==> config.mk <==
export PLATFORM = sky130hd
export DESIGN_NAME = pin_irq_detect
export DESIGN_NICKNAME = d
export VERILOG_FILES = /design/src/rtl/pin_irq_pkg.sv /design/src/rtl/pin_trig_decode.sv /design/src/rtl/pin_edge_detect.sv /design/src/rtl/pin_status_cell.sv /design/src/rtl/pin_irq_combine.sv /design/src/rtl/pin_irq_detect.sv
export SDC_FILE = /design/constraint.sdc
export NUM_CORES = 1
export LEC_CHECK = 0
export ABC_AREA = 1
export BUFFER_PORTS_ARGS = -buffer_cell sky130_fd_sc_hd__buf_2
export CORE_MARGIN = 5
export CORE_UTILIZATION = 45
export DETAILED_ROUTE_END_ITERATION = 10
export HOLD_SLACK_MARGIN = 0.02
export PLACE_DENSITY = 0.81
export SLEW_MARGIN = 25
export SYNTH_ARGS = -nofsm -noshare
export SYNTH_HDL_FRONTEND = slang
export SYNTH_SLANG_ARGS = --single-unit
==> constraint.sdc <==
create_clock -name clk -period 1 [get_ports clk]
set_clock_uncertainty 0.2 [all_clocks]
set_input_delay 0.05 -clock clk [delete_from_list [all_inputs] [get_ports clk]]
set_output_delay 0.05 -clock clk [all_outputs]
set_load 0.02 [all_outputs]
==> src/rtl/pin_irq_pkg.sv <==
package pin_irq_pkg;

    typedef enum logic [2:0] {
        TRIG_LVL_LOW  = 3'd0,
        TRIG_LVL_HIGH = 3'd1,
        TRIG_RISE     = 3'd2,
        TRIG_FALL     = 3'd3,
        TRIG_BOTH     = 3'd4
    } trig_e;

    // One pin's slice of the three planes
    typedef struct packed {
        logic dual;
        logic edge_sel;
        logic pol;
    } trig_bits_t;

    function automatic trig_e decode_trig(input trig_bits_t b);
        trig_e m;
        if (!b.edge_sel)
            m = b.pol ? TRIG_LVL_HIGH : TRIG_LVL_LOW;
        else if (b.dual)
            m = TRIG_BOTH;
        else
            m = b.pol ? TRIG_RISE : TRIG_FALL;
        return m;
    endfunction

    function automatic logic is_edge_mode(input trig_e m);
        return (m == TRIG_RISE) || (m == TRIG_FALL) || (m == TRIG_BOTH);
    endfunction

endpackage

==> src/rtl/pin_trig_decode.sv <==
module pin_trig_decode
    import pin_irq_pkg::*;
#(
    parameter int NUM_PINS = 8
) (
    input  logic [3*NUM_PINS-1:0] type_i,
    output trig_e                 mode_o [NUM_PINS]
);
    localparam int PLANE = NUM_PINS;

    for (genvar g = 0; g < NUM_PINS; g++) begin : g_dec
        trig_bits_t bits;
        assign bits.pol      = type_i[g];
        assign bits.edge_sel = type_i[PLANE + g];
        assign bits.dual     = type_i[2*PLANE + g];
        assign mode_o[g]     = decode_trig(bits);
    end
endmodule

==> src/rtl/pin_edge_detect.sv <==
module pin_edge_detect #(
    parameter int NUM_PINS = 8
) (
    input  logic                clk,
    input  logic                rst,
    input  logic [NUM_PINS-1:0] pin_i,
    output logic [NUM_PINS-1:0] rise_o,
    output logic [NUM_PINS-1:0] fall_o
);
    logic [NUM_PINS-1:0] prev_q;
    logic                primed_q;

    always_ff @(posedge clk) begin
        if (rst) begin
            prev_q   <= '0;
            primed_q <= 1'b0;
        end else begin
            prev_q   <= pin_i;
            primed_q <= 1'b1;
        end
    end

    assign rise_o = {NUM_PINS{primed_q}} &  pin_i & ~prev_q;
    assign fall_o = {NUM_PINS{primed_q}} & ~pin_i &  prev_q;

    // no transition reported on the first edge out of reset
    p_unprimed_quiet_r11: assert property (@(posedge clk) disable iff (rst)
        $past(rst) |-> (rise_o == '0 && fall_o == '0));
endmodule

==> src/rtl/pin_status_cell.sv <==
module pin_status_cell
    import pin_irq_pkg::*;
(
    input  logic  clk,
    input  logic  rst,
    input  trig_e mode_i,
    input  logic  pin_i,
    input  logic  rise_i,
    input  logic  fall_i,
    input  logic  clr_i,
    output logic  status_o
);
    logic hit;
    logic edge_m;
    logic lvl_on;
    logic status_d;

    always_comb begin
        unique case (mode_i)
            TRIG_RISE: hit = rise_i;
            TRIG_FALL: hit = fall_i;
            TRIG_BOTH: hit = rise_i | fall_i;
            default:   hit = 1'b0;
        endcase
        edge_m   = is_edge_mode(mode_i);
        lvl_on   = (mode_i == TRIG_LVL_HIGH) ? pin_i : ~pin_i;
        status_d = edge_m ? (hit | (status_o & ~clr_i)) : lvl_on;
    end

    always_ff @(posedge clk) begin
        if (rst) status_o <= 1'b0;
        else     status_o <= status_d;
    end

    // pending edge status holds without a clear
    p_edge_sticky_r7: assert property (@(posedge clk) disable iff (rst)
        (edge_m && status_o && !clr_i) |=> status_o);

    // new edge wins over a simultaneous clear
    p_edge_beats_clr_r8: assert property (@(posedge clk) disable iff (rst)
        (edge_m && hit && clr_i) |=> status_o);

    // level modes track the pin regardless of clear
    p_level_track_r9: assert property (@(posedge clk) disable iff (rst)
        (mode_i == TRIG_LVL_HIGH) |=> (status_o == $past(pin_i)));
endmodule

==> src/rtl/pin_irq_combine.sv <==
module pin_irq_combine #(
    parameter int NUM_PINS = 8
) (
    input  logic                clk,
    input  logic                rst,
    input  logic [NUM_PINS-1:0] status_i,
    input  logic [NUM_PINS-1:0] en_i,
    output logic                irq_o
);
    logic [NUM_PINS-1:0] live;
    assign live = status_i & en_i;

    always_ff @(posedge clk) begin
        if (rst) irq_o <= 1'b0;
        else     irq_o <= |live;
    end

    // request asserted one cycle after an enabled pending bit
    p_irq_raise_r10: assert property (@(posedge clk) disable iff (rst)
        (live != '0) |=> irq_o);
    p_irq_quiet_r10: assert property (@(posedge clk) disable iff (rst)
        (live == '0) |=> !irq_o);
endmodule

==> src/rtl/pin_irq_detect.sv <==
module pin_irq_detect
    import pin_irq_pkg::*;
#(
    parameter int NUM_PINS = 8
) (
    input  logic                  clk,
    input  logic                  rst,
    input  logic [NUM_PINS-1:0]   pin_in,
    input  logic [3*NUM_PINS-1:0] trig_type,
    input  logic [NUM_PINS-1:0]   irq_en,
    input  logic [NUM_PINS-1:0]   irq_clr,
    output logic [NUM_PINS-1:0]   status,
    output logic                  irq
);
    trig_e               mode [NUM_PINS];
    logic [NUM_PINS-1:0] rise;
    logic [NUM_PINS-1:0] fall;

    pin_trig_decode #(.NUM_PINS(NUM_PINS)) u_decode (
        .type_i (trig_type),
        .mode_o (mode)
    );

    pin_edge_detect #(.NUM_PINS(NUM_PINS)) u_edges (
        .clk    (clk),
        .rst    (rst),
        .pin_i  (pin_in),
        .rise_o (rise),
        .fall_o (fall)
    );

    for (genvar g = 0; g < NUM_PINS; g++) begin : g_cell
        pin_status_cell u_cell (
            .clk      (clk),
            .rst      (rst),
            .mode_i   (mode[g]),
            .pin_i    (pin_in[g]),
            .rise_i   (rise[g]),
            .fall_i   (fall[g]),
            .clr_i    (irq_clr[g]),
            .status_o (status[g])
        );
    end

    pin_irq_combine #(.NUM_PINS(NUM_PINS)) u_combine (
        .clk      (clk),
        .rst      (rst),
        .status_i (status),
        .en_i     (irq_en),
        .irq_o    (irq)
    );

    // reset leaves status and request clear
    p_reset_clear_r1: assert property (@(posedge clk)
        $past(rst) |-> (status == '0 && !irq));
endmodule

==> impl_metrics.yaml <==
routing:
  drtPass1Iterations: 5
  via_per_inst: 4.468
  wl_per_cell_um: 11.13
  postRouteAntennaNets: 0
  vias: 1403
  wl_um: 3495
  drt_iter0_markers: 33
  drc: 0
logic_synthesis:
  synth_top_cells_by_area: "dfxtp_1, nand2_1, inv_1"
  yosysSeqAreaShare_pct: 30.74
  ys_ff_latch: 18
  synthesis.area_um2: 1172
  yosys.area.top_type: "dfxtp_1"
  syn-num-nets: 246
  yosysWarnings: 0
  synth_top_cell_area_share_pct: 30.74
  syn_inst: 196
  syn-mean-instance-area_um2: 5.982
  synth_cell_type_count: 13
critical_path:
  end_kind: "register"
  r2r_setup_slack_ps: -20
  cp_data_arrival_time_ps: 1060
  slowest_stage: "dlygate4sd3_1"
  crit_top_cell: "nand2_1"
  start_kind: "input pin"
  r2r_cells: 5
  r2r_end: "g_cell[7].u_cell.status_o$_SDFF_PP0_"
  worst-path-buf-inv: 3
  crit_required_ps: 1000
  slowest_delay_ps: 590
  crit_chain: "buf_2 > inv_2 > dlygate4sd3_1 > nand2_1 > nand2_1 > a21oi_1 > nor2_1"
  critPathMaxFanout: 3
  path_depth: 7
  cp_top_family: "buffers and inverters"
  rr_startpoint: "g_cell[7].u_cell.status_o$_SDFF_PP0_"
  worstSetupPathType: "input pin to register"
global_route:
  grt_usage_pct: 18.92
  grt_pass1_wl_um: 5237
  grt_max_degree: 10
  grt_pass1_vias: 1265
  grt_overflow_total: 0
  antenna_found_initial: 0
pwr:
  pwr_density_cell_nw_per_um2: 906.2
  p_leak_nw: 1.093
  peakVddDrop_mv: 1.162
floorplanning:
  rows: 18
  dieArea_um2: 3726
  ios: 59
  die_h_um: 61.04
  start_util_pct: 47.32
  die_x_um: 61.04
  core-area_um2: 2477
min_path:
  hp-class: "input pin to register"
  holdPathEnd: "u_edges.prev_q[7]$_SDFF_PP0_"
  hold_start: "pin_in[7]"
  hold_depth: 3
cells_and_area:
  final_cell_area_um2: 1992
  multiInputGateArea_um2: 629.4
  nNetsFinal: 336
  n_antenna_cell: 0
  utilization_pct: 80.40
  register_area_um2: 399.1
  final_cell_mix: "nand2_1, buf_2, dlygate4sd3_1, inv_1, inv_2"
  syn_to_final_growth_pct: 69.90
  finalNonFillerCells: 314
  nFillCells: 175
  final_common_cell: "nand2_1"
  drive_gt1_share_pct: 44.01
timing:
  period_share_pct: 106.7
  finalSetupViolCount: 16
  hold_viol: 10
  relSlewSlack_pct: 90.37
  fin_crit_ps: 1067
  maxSlewViolCount: 0
  setup_tns_ps: -515.5
  tightest_slew_ps: 144.5
  holdWs_ps: -183.3
  postLayoutSetupSlackWorst_ps: -66.85
  rsz0062_at_grt: "true"
  max_freq_mhz: 937.3
cts:
  cts_buffer_depth: 2
  cts_sinks: 18
  clk_pin_slew_ps: 100
  cts_root_buf: "clkbuf_4"
  clock_latency_ps: 290
  htreeDepth: 1
  cts_tree: "done"
  cts_buffers: 3
place:
  port_buffers: 58
  dp.cells: 275
  hpwl_um: 1931
  placed_cell_area_um2: 1429
  globalplace.congestion: 0.7224
outcome:
  violations: "negative hold slack, negative setup slack"
  status: "finished with violations"
job:
  drv_cap: 0
==> sequential cells by signal, summed over array words and instances, names as in the netlist <==
signal	flops
u_combine.irq_o	1
u_edges.primed_q	1
u_edges.prev_q	8
g_cell.u_cell.status_o	8
==> cell type report <==
| cell class | instances | share of cell area [%] |
|---|---|---|
| Tap cell | 30 | 1.884 |
| Multi-Input combinational cell | 127 | 31.60 |
| Inverter | 41 | 7.977 |
| Sequential cell | 18 | 20.04 |
| Timing Repair Buffer | 95 | 37.37 |
| Clock buffer | 3 | 1.131 |
==> layer usage <==
layer  global-route usage, %  up-vias  wire length (um)
met5                       0        -                 0
met4                   4.644        0                19
met3                   4.403        4               221
met2                   35.50       52              1933
met1                   21.34      604              1319
li1                        -      743                 -
==> how the worst max path moves through the flow <==
stage,startpoint,endpoint
final,pin_in[4],g_cell[4].u_cell.status_o$_SDFF_PP0_
after global routing,pin_in[4],g_cell[4].u_cell.status_o$_SDFF_PP0_
after detailed placement,u_edges.primed_q$_DFF_P_,g_cell[7].u_cell.status_o$_SDFF_PP0_
after CTS,g_cell[1].u_cell.status_o$_SDFF_PP0_,status[1]
after global placement,u_edges.primed_q$_DFF_P_,g_cell[0].u_cell.status_o$_SDFF_PP0_
after floorplan,u_edges.primed_q$_DFF_P_,g_cell[0].u_cell.status_o$_SDFF_PP0_
==> per-stage QoR <==
step | power, W | setup slack (ps)
6_report | 0.001805 | -66.85
5_1_grt | 0.001939 | -94.95
4_1_cts | 0.001758 | -55.32
3_5_place_dp | 0.001246 | -73.75
3_3_place_gp | 0.001240 | -51.54
2_1_floorplan | 0.001110 | 94.59
==> cell families after synthesis <==
| logic type | synth area share [%] |
|---|---|
| and+or+nand+nor | 37.78 |
| buffers and inverters | 20.28 |
| DFF | 30.74 |
| AOI/OAI and AO/OA | 11.21 |
==> power by group <==
part | total, W | leakage [nW] | switching (W) | internal, W
registers | 0.000821 | 0.156 | 0.0000532 | 0.000768
clock network | 0.000361 | 0.0138 | 0.000221 | 0.000140
logic | 0.000623 | 0.922 | 0.000280 | 0.000344
total | 0.00181 | 1.09 | 0.000554 | 0.00125
==> Yosys cell counts <==
cell and instances:
nand2_1 76, inv_1 25, dfxtp_1 18, nor2_1 18, inv_2 15, a21oi_1 9, buf_4 9, nand2_2 8
nand3_1 8, a21boi_2 7, a21boi_1 1, buf_6 1, clkinv_4 1
==> worst min-delay path, stage by stage <==
cell and delay, ps:
buf_2 120, inv_2 60, nor2_1 40
==> repair_timing <==
| item | 4_1_cts | 5_1_grt |
|---|---|---|
| hold endpoints to repair | 18 | 16 |
| buffers inserted | 2 | 0 |
| hold buffers | 32 | 8 |
| pin swaps | 5 | 24 |
| resized for setup | 32 | 32 |
| setup endpoints to repair | 17 | 18 |
Power figures use the tool's default switching activity.
